### config.mk
export PLATFORM = sky130hd
export DESIGN_NAME = uart_rx_core
export DESIGN_NICKNAME = d
export VERILOG_FILES = /design/src/rtl/uart_rx_pkg.sv /design/src/rtl/uart_rx_sync.sv /design/src/rtl/uart_rx_fsm.sv /design/src/rtl/uart_rx_status.sv /design/src/rtl/uart_rx_core.sv
export SDC_FILE = /design/constraint.sdc
export NUM_CORES = 1
export LEC_CHECK = 0
export ABC_AREA = 1
export BUFFER_PORTS_ARGS = -buffer_cell sky130_fd_sc_hd__buf_4
export CAP_MARGIN = 15
export CORE_ASPECT_RATIO = 1.2
export CORE_MARGIN = 2
export CORE_UTILIZATION = 58
export CTS_CLUSTER_SIZE = 24
export DETAILED_ROUTE_END_ITERATION = 12
export GPL_TIMING_DRIVEN = 0
export HOLD_SLACK_MARGIN = 0.12
export PLACE_DENSITY = 0.81
export SLEW_MARGIN = 20
export SYNTH_ARGS = -nofsm -noshare
export SYNTH_HDL_FRONTEND = slang
export SYNTH_SLANG_ARGS = --single-unit
### constraint.sdc
create_clock -name clk -period 1.5 [get_ports clk]
set_input_delay 0.45 -clock clk [delete_from_list [all_inputs] [get_ports clk]]
set_output_delay 0.45 -clock clk [all_outputs]
set_load 0.005 [all_outputs]
### src/rtl/uart_rx_pkg.sv
package uart_rx_pkg;

  typedef enum logic [2:0] {
    RX_IDLE,
    RX_START,
    RX_DATA,
    RX_PAR,
    RX_STOP
  } rx_state_t;

endpackage

### src/rtl/uart_rx_sync.sv
module uart_rx_sync #(
  parameter int STAGES = 2
) (
  input  logic clk,
  input  logic rst,
  input  logic din,
  output logic dout
);

  logic [STAGES-1:0] chain;

  // Reset to the idle level so that leaving reset cannot look like a falling edge.
  always_ff @(posedge clk) begin
    if (rst) chain <= '1;
    else     chain <= {chain[STAGES-2:0], din};
  end

  assign dout = chain[STAGES-1];

endmodule

### src/rtl/uart_rx_fsm.sv
module uart_rx_fsm
  import uart_rx_pkg::*;
#(
  parameter int DATA_BITS  = 8,
  parameter int OVERSAMPLE = 16,
  parameter bit PARITY_ODD = 1'b0
) (
  input  logic                 clk,
  input  logic                 rst,
  input  logic                 tick,
  input  logic                 line,
  output logic                 done,
  output logic [DATA_BITS-1:0] word,
  output logic                 perr,
  output logic                 ferr
);

  localparam int CNT_W = $clog2(OVERSAMPLE);
  localparam int BIT_W = $clog2(DATA_BITS + 1);
  localparam int HALF  = OVERSAMPLE / 2;

  rx_state_t            state;
  logic [CNT_W-1:0]     tcnt;
  logic [BIT_W-1:0]     bcnt;
  logic [DATA_BITS-1:0] shreg;
  logic                 par_q;
  logic                 line_q;
  logic                 full_bit;

  assign full_bit = tick && (tcnt == CNT_W'(OVERSAMPLE - 1));

  always_ff @(posedge clk) begin
    if (rst) begin
      state  <= RX_IDLE;
      tcnt   <= '0;
      bcnt   <= '0;
      shreg  <= '0;
      par_q  <= 1'b0;
      line_q <= 1'b1;
      done   <= 1'b0;
      perr   <= 1'b0;
      ferr   <= 1'b0;
    end else begin
      line_q <= line;
      done   <= 1'b0;
      case (state)
        RX_IDLE: begin
          if (line_q && !line) begin
            state <= RX_START;
            tcnt  <= '0;
          end
        end
        RX_START: begin
          if (tick) begin
            if (tcnt == CNT_W'(HALF - 1)) begin
              tcnt  <= '0;
              bcnt  <= '0;
              state <= line ? RX_IDLE : RX_DATA;
            end else begin
              tcnt <= tcnt + 1'b1;
            end
          end
        end
        RX_DATA, RX_PAR, RX_STOP: begin
          if (tick) tcnt <= full_bit ? '0 : tcnt + 1'b1;
          if (full_bit) begin
            if (state == RX_DATA) begin
              shreg <= {line, shreg[DATA_BITS-1:1]};
              bcnt  <= bcnt + 1'b1;
              if (bcnt == BIT_W'(DATA_BITS - 1)) state <= RX_PAR;
            end else if (state == RX_PAR) begin
              par_q <= line;
              state <= RX_STOP;
            end else begin
              done  <= 1'b1;
              perr  <= ((^shreg) ^ par_q) != PARITY_ODD;
              ferr  <= ~line;
              state <= RX_IDLE;
            end
          end
        end
        default: state <= RX_IDLE;
      endcase
    end
  end

  assign word = shreg;

endmodule

### src/rtl/uart_rx_status.sv
module uart_rx_status #(
  parameter int DATA_BITS = 8
) (
  input  logic                 clk,
  input  logic                 rst,
  input  logic                 done,
  input  logic [DATA_BITS-1:0] word,
  input  logic                 perr,
  input  logic                 ferr,
  input  logic                 rd_n,
  output logic [DATA_BITS-1:0] data_q,
  output logic                 ready_q,
  output logic                 perr_q,
  output logic                 ferr_q
);

  // A completing frame has priority over a read in the same cycle.
  always_ff @(posedge clk) begin
    if (rst) begin
      data_q  <= '0;
      ready_q <= 1'b0;
      perr_q  <= 1'b0;
      ferr_q  <= 1'b0;
    end else if (done) begin
      data_q  <= word;
      ready_q <= 1'b1;
      perr_q  <= perr;
      ferr_q  <= ferr;
    end else if (!rd_n) begin
      ready_q <= 1'b0;
      perr_q  <= 1'b0;
      ferr_q  <= 1'b0;
    end
  end

endmodule

### src/rtl/uart_rx_core.sv
module uart_rx_core #(
  parameter int DATA_BITS   = 8,
  parameter int OVERSAMPLE  = 16,
  parameter int SYNC_STAGES = 2,
  parameter bit PARITY_ODD  = 1'b0
) (
  input  logic                 clk,
  input  logic                 rst,
  input  logic                 baud_tick,
  input  logic                 rxd,
  input  logic                 rd_n,
  output logic [DATA_BITS-1:0] rx_data,
  output logic                 data_ready,
  output logic                 parity_err,
  output logic                 framing_err
);

  logic                 line_s;
  logic                 frame_done;
  logic [DATA_BITS-1:0] frame_word;
  logic                 frame_perr;
  logic                 frame_ferr;

  uart_rx_sync #(
    .STAGES (SYNC_STAGES)
  ) u_sync (
    .clk  (clk),
    .rst  (rst),
    .din  (rxd),
    .dout (line_s)
  );

  uart_rx_fsm #(
    .DATA_BITS  (DATA_BITS),
    .OVERSAMPLE (OVERSAMPLE),
    .PARITY_ODD (PARITY_ODD)
  ) u_fsm (
    .clk  (clk),
    .rst  (rst),
    .tick (baud_tick),
    .line (line_s),
    .done (frame_done),
    .word (frame_word),
    .perr (frame_perr),
    .ferr (frame_ferr)
  );

  uart_rx_status #(
    .DATA_BITS (DATA_BITS)
  ) u_status (
    .clk     (clk),
    .rst     (rst),
    .done    (frame_done),
    .word    (frame_word),
    .perr    (frame_perr),
    .ferr    (frame_ferr),
    .rd_n    (rd_n),
    .data_q  (rx_data),
    .ready_q (data_ready),
    .perr_q  (parity_err),
    .ferr_q  (framing_err)
  );

endmodule

Yosys cells after proc, flatten, opt, wreduce, memory -nomap -nowiden
Cells that the tools add are included.
{ "classes": {"addsub": 2, "mux": 25, "n_reduce_logical": 15, "n_bitwise": 6, "eq_ne": 15} }
{ "ops": {"columns": ["cell", "n"], "rows": [
  ["$mux 4", 9],
  ["$mux 3", 7],
  ["$pmux 4 s3", 1],
  ["$reduce_and 4->1", 3],
  ["$ne 2x1->1 const B", 5],
  ["$reduce_and 5->1", 2],
  ["$pmux 3 s3", 1],
  ["$add 4x1->4 const B", 2],
  ["$eq 4x3->1 const B", 2],
  ["$pmux 4 s2", 1],
  ["$reduce_xor 8->1", 1],
  ["$eq 3x2->1 const B", 2],
  ["$mux 1", 5],
  ["$not 1->1", 5],
  ["$eq 4x4->1 const B", 1],
  ["$ne 2x2->1 const B", 2],
  ["$reduce_or 4->1", 1],
  ["$eq 3x1->1 const B", 1],
  ["$eq 3x3->1 const B", 1],
  ["$logic_not 3->1", 1],
  ["$ne 3x3->1 const B", 1],
  ["$reduce_and 3->1", 1],
  ["$reduce_bool 3->1", 1],
  ["$reduce_or 3->1", 1],
  ["5 further kinds", 6]
]} }
{ "totals": {"elab_cells": 77, "ff_bits": 37, "in_bits": 5, "output_inout_bits": 11} }

Longest topological paths before layout
{ "depth": {"ltp_word": 5, "depth_mapped": 10, "ltp_nobuf": 10} }

Modules after synthesis
A second synthesis with hierarchy kept.
{ "unflattened": {"cells_unflattened": 241, "hier_area_um2": 1813.0} }
{ "by_module_without_submodules": {"columns": ["mod", "seq_area_each_um2", "area_per_inst_um2", "cells_per_inst", "instances"], "rows": [
  ["uart_rx_fsm", 480.5, 1315.0, 187, 1],
  ["uart_rx_status", 220.2, 439.2, 47, 1],
  ["uart_rx_sync", 40.0, 58.8, 7, 1]
]} }

Worst setup path after synthesis
OpenSTA, ideal clock, no wires.
{ "synth_timing": {"path_type": "reg-to-reg", "from": "register u_fsm.tcnt[0]", "to": "register u_fsm.state[2]", "setup_ns": 0.130, "required_time_ns": 1.370, "path_stages_with_launch": 9, "t_arrival_ns": 1.237, "period_less_slack_ns": 1.367, "n_path_buf": 0, "slack_ns": 0.133, "cell_sequence": "dfxtp_1 -> ha_1 -> nand2_1 -> inv_1 -> nand3_1 -> a21oi_2 -> nand2_1 -> a21oi_1 -> nor2_1"} }
{ "synth_between": {"elab_chain_cells": 4, "elab_cells_between_ends": 6, "classes_between": "eq/ne: 4; reduce/logical: 2"} }
{ "synth_rtl": {"columns": ["element", "line", "text"], "rows": [
  ["start: declaration", "uart_rx_fsm.sv:23", "logic [CNT_W-1:0] tcnt;"],
  ["start signal: assignment", "uart_rx_fsm.sv:60", "tcnt <= tcnt + 1'b1;"],
  ["start signal: assignment", "uart_rx_fsm.sv:65", "if (tick) tcnt <= full_bit ? '0 : tcnt + 1'b1;"],
  ["$eq 4x4->1", "uart_rx_fsm.sv:30", "assign full_bit = tick && (tcnt == CNT_W'(OVERSAMPLE - 1));"],
  ["$logic_and 1x1->1", "uart_rx_fsm.sv:30", null],
  ["$ne 2x1->1 (no source line)", null, null],
  ["$reduce_and 5->1 (no source line) *", null, null],
  ["end signal: assignment", "uart_rx_fsm.sv:58", "state <= line ? RX_IDLE : RX_DATA;"],
  ["end: declaration", "uart_rx_fsm.sv:22", "rx_state_t state;"]
]} }
Every way passes the cells marked *; elsewhere a longest branch is shown, timed or not.
A chain may end at the register's enable or synchronous reset.

Final worst setup path
{ "layout_timing": {"from": "register u_fsm.tcnt[1]", "to": "register u_fsm.shreg[4], in the netlist u_fsm.word[4]"} }
{ "layout_between": {"elab_chain_cells": 3} }
{ "layout_rtl": {"columns": ["element", "line", "text"], "rows": [
  ["$eq 4x4->1", "uart_rx_fsm.sv:30", null],
  ["$logic_and 1x1->1", "uart_rx_fsm.sv:30", null],
  ["$reduce_and 3->1 (no source line)", null, null],
  ["end signal: assignment", "uart_rx_fsm.sv:68", "shreg <= {line, shreg[DATA_BITS-1:1]};"],
  ["end: declaration", "uart_rx_fsm.sv:25", "logic [DATA_BITS-1:0] shreg;"]
]} }
No other way between the ends.

==> flow_metrics.env <==
export IMPL_pin_count=16
export IMPL_p_per_area_nw_per_um2=1296
export IMPL_finalSetupViolCount=0
export IMPL_slew_viol_final=0
export IMPL_cp_start_kind="flop"
export IMPL_die_x_um=54.53
export IMPL_wl_um=3564
export IMPL_gp_congestion=0.7997
export IMPL_worst_hold_path_num_cells=2
export IMPL_period_share=0.9461
export IMPL_layout_setup_ws_ps=80.88
export IMPL_fin_area_um2=2074
export IMPL_yosysWarnings=0
export IMPL_finalPower_w=0.002689
export IMPL_htreeDepth=2
export IMPL_core_area_um2=3000
export IMPL_via_per_inst=5.248
export IMPL_cts_buffer_depth=2
export IMPL_min_to="u_sync.chain[0]"
export IMPL_power_leakage_nw=0.9267
export IMPL_cp_arrival_ps=1650
export IMPL_dieArea_um2=3524
export IMPL_drc=0
export IMPL_synthesis_instances=249
export IMPL_grt_pass1_wl_um=6334
export IMPL_dp_cells=300
export IMPL_areaGrowthSynthToFinish_pct=16.76
export IMPL_finalClockSkew_ps=8.591
export IMPL_path_cells="ha_4 -> nand2_4 -> nor3_4 -> nand2_2 -> buf_4 -> o21ai_1 -> a21oi_1"
export IMPL_num_rows=22
export IMPL_crit_required_ps=1730
export IMPL_clk_pin_slew_ps=100
export IMPL_cts_tree="yes"
export IMPL_nets=281
export IMPL_cp_slowest_cell="dfxtp_4"
export IMPL_die_h_um=64.63
export IMPL_hold_viol_final=0
export IMPL_drive_gt1_frac=0.2445
export IMPL_r2r_setup_slack_ps=80
export IMPL_antenna_left=0
export IMPL_syn_nets=256
export IMPL_synth_seq_area_share=0.4169
export IMPL_worstSetupPathType="flop to flop"
export IMPL_instances_no_fill=310
export IMPL_endpoint_kind="flop"
export IMPL_port_buffers=15
export IMPL_vias=1627
export IMPL_slew_headroom=0.6047
export IMPL_rr_worst_depth=7
export IMPL_first_global_vias=1526
export IMPL_insertion_delay_ps=340
export IMPL_cts_sinks=37
export IMPL_crit_path_max_fanout=10
export IMPL_hp_class="primary input to flop"
export IMPL_synth_distinct_cells=28
export IMPL_pre_cts_ws_ps=-89.70
export IMPL_routedWlPerCell_um=11.50
export IMPL_antenna_found_initial=0
export IMPL_r2r_end="u_fsm.word[4]"
export IMPL_grt_max_degree=11
export IMPL_r2r_start="u_fsm.tcnt[1]"
export IMPL_track_usage=0.2460
export IMPL_dp_final_hpwl_um=2640
export IMPL_cts_buffers=5
export IMPL_critPathMaxStageDelay_ps=380
export IMPL_fmax_mhz=704.7
export IMPL_worstMarginPinSlew_ps=592.9
export IMPL_hp_start="rxd"
export IMPL_drt_iter0_drc=31
export IMPL_synth_avg_cell_area_um2=7.135
export IMPL_rsz0062_at_grt="yes"
export IMPL_ir_drop_v=0.001035
export IMPL_status="complete, no violations"
export IMPL_final_core_util=0.6914
export IMPL_start_util=0.5922
export IMPL_fin_crit_ps=1419
export IMPL_antenna_cells=0
export IMPL_yosys_register_bits=37
export IMPL_place_area_um2=1934
export IMPL_cap_violations=0
export IMPL_first_pass_iters=4
export IMPL_grt_overflow=0
export IMPL_cts_root_buf="clkbuf_4"
export IMPL_syn_area_um2=1777
-- what timing repair did --
item                                    4_1_cts  5_1_grt
pin swaps                                     1        5
endpoints found under the setup margin        6       20
setup buffers                                 0        3
resized for setup                             3       19
hold buffers                                  0        0
-- flip-flops by register name, summed over array words and instances (netlist names), 2 cells and up --
signal,cells
u_fsm.tcnt,4
u_fsm.bcnt,4
u_fsm.word,8
u_sync.chain,2
u_fsm.state,3
u_status.data_q,8
-- layout by cell type (no fill, tap or decap), drive strengths merged --
| master | count |
|---|---|
| nand2 | 58 |
| dfxtp | 37 |
| nor2 | 35 |
| inv | 28 |
| o21ai | 28 |
| a21oi | 27 |
| buf | 20 |
| nand3 | 15 |
| clkbuf | 10 |
| nand4 | 4 |
| xnor2 | 3 |
| nor3 | 3 |
| or2 | 2 |
| ha | 2 |
| clkinv | 1 |
| xor2 | 1 |
-- worst max-delay path by stage --
| stage | cells past startpoint | slack, ps | start | end |
|---|---|---|---|---|
| floorplan | 8 | 130 | u_fsm.tcnt[0] | u_fsm.state[2] |
| global placement | 8 | -90 | u_fsm.tcnt[0] | u_fsm.state[2] |
| detailed placement | 8 | -90 | u_fsm.tcnt[0] | u_fsm.state[2] |
| CTS | 8 | 10 | u_fsm.tcnt[1] | u_fsm.bcnt[2] |
| global route | 8 | -20 | u_fsm.tcnt[1] | u_fsm.state[2] |
| finish | 7 | 80 | u_fsm.tcnt[1] | u_fsm.word[4] |
-- final cells by class --
| cell class | instances | area [um2] |
|---|---|---|
| fill | 263 | 925.9 |
| sequential | 37 | 752.0 |
| timing repair buffer | 18 | 135.1 |
| inverter | 29 | 113.9 |
| multi-input combinational | 178 | 950.9 |
| tap | 36 | 45.04 |
| buffer | 5 | 22.52 |
| clock buffer | 7 | 55.05 |
-- worst max-delay path, delay by kind of cell (launching register included) --
family | cells | cell delay, ps
buffers and inverters | 1 | 190
AND/OR/NAND/NOR | 3 | 400
AO/OA/AOI/OAI | 2 | 210
flip-flops | 1 | 380
adder cells (fa/ha/maj) | 1 | 150
-- cells by family after synthesis --
group | after synthesis | synth area share
buffers and inverters | 34 | 0.07677
xor gates and xnor gates | 4 | 0.01972
and+or+nand+nor | 117 | 0.3049
AOI/OAI and AO/OA | 55 | 0.1676
DFF | 37 | 0.4169
adders and majority gates | 2 | 0.01408
-- per-layer routing --
layer	vias to the layer above	global-route usage	wire length (um)
li1	860	-	-
met5	-	0	0
met1	736	0.2773	1549
met2	23	0.4232	1816
met3	8	0.06221	121
met4	0	0.1031	76
-- power by group --
| group | internal (W) | leakage [nW] | switching [W] |
|---|---|---|---|
| Sequential | 0.00107 | 0.302 | 0.000102 |
| Clock | 0.000221 | 0.0314 | 0.000303 |
| Combinational | 0.000354 | 0.593 | 0.000639 |
-- stage by stage --
stage          TNS [ps]  hold WS, ps
2_1_floorplan         0        389.5
3_3_place_gp     -171.9        393.7
6_report              0        293.4
4_1_cts               0        275.9
5_1_grt          -61.48        266.1
3_5_place_dp     -203.6        413.1
-- cells in the mapped netlist, drive strengths merged --
cell type | n | area [um2]
a21oi | 27 | 150.1
buf | 2 | 11.26
clkbuf | 3 | 11.26
clkinv | 1 | 8.760
dfxtp | 37 | 740.7
ha | 2 | 25.02
inv | 28 | 105.1
nand2 | 58 | 247.7
nand3 | 15 | 92.59
nand4 | 4 | 25.02
nor2 | 35 | 143.9
nor3 | 3 | 20.02
o21ai | 28 | 147.6
or2 | 2 | 12.51
xnor2 | 3 | 26.28
xor2 | 1 | 8.760
Note: power is estimated with default switching activity, not from simulation.
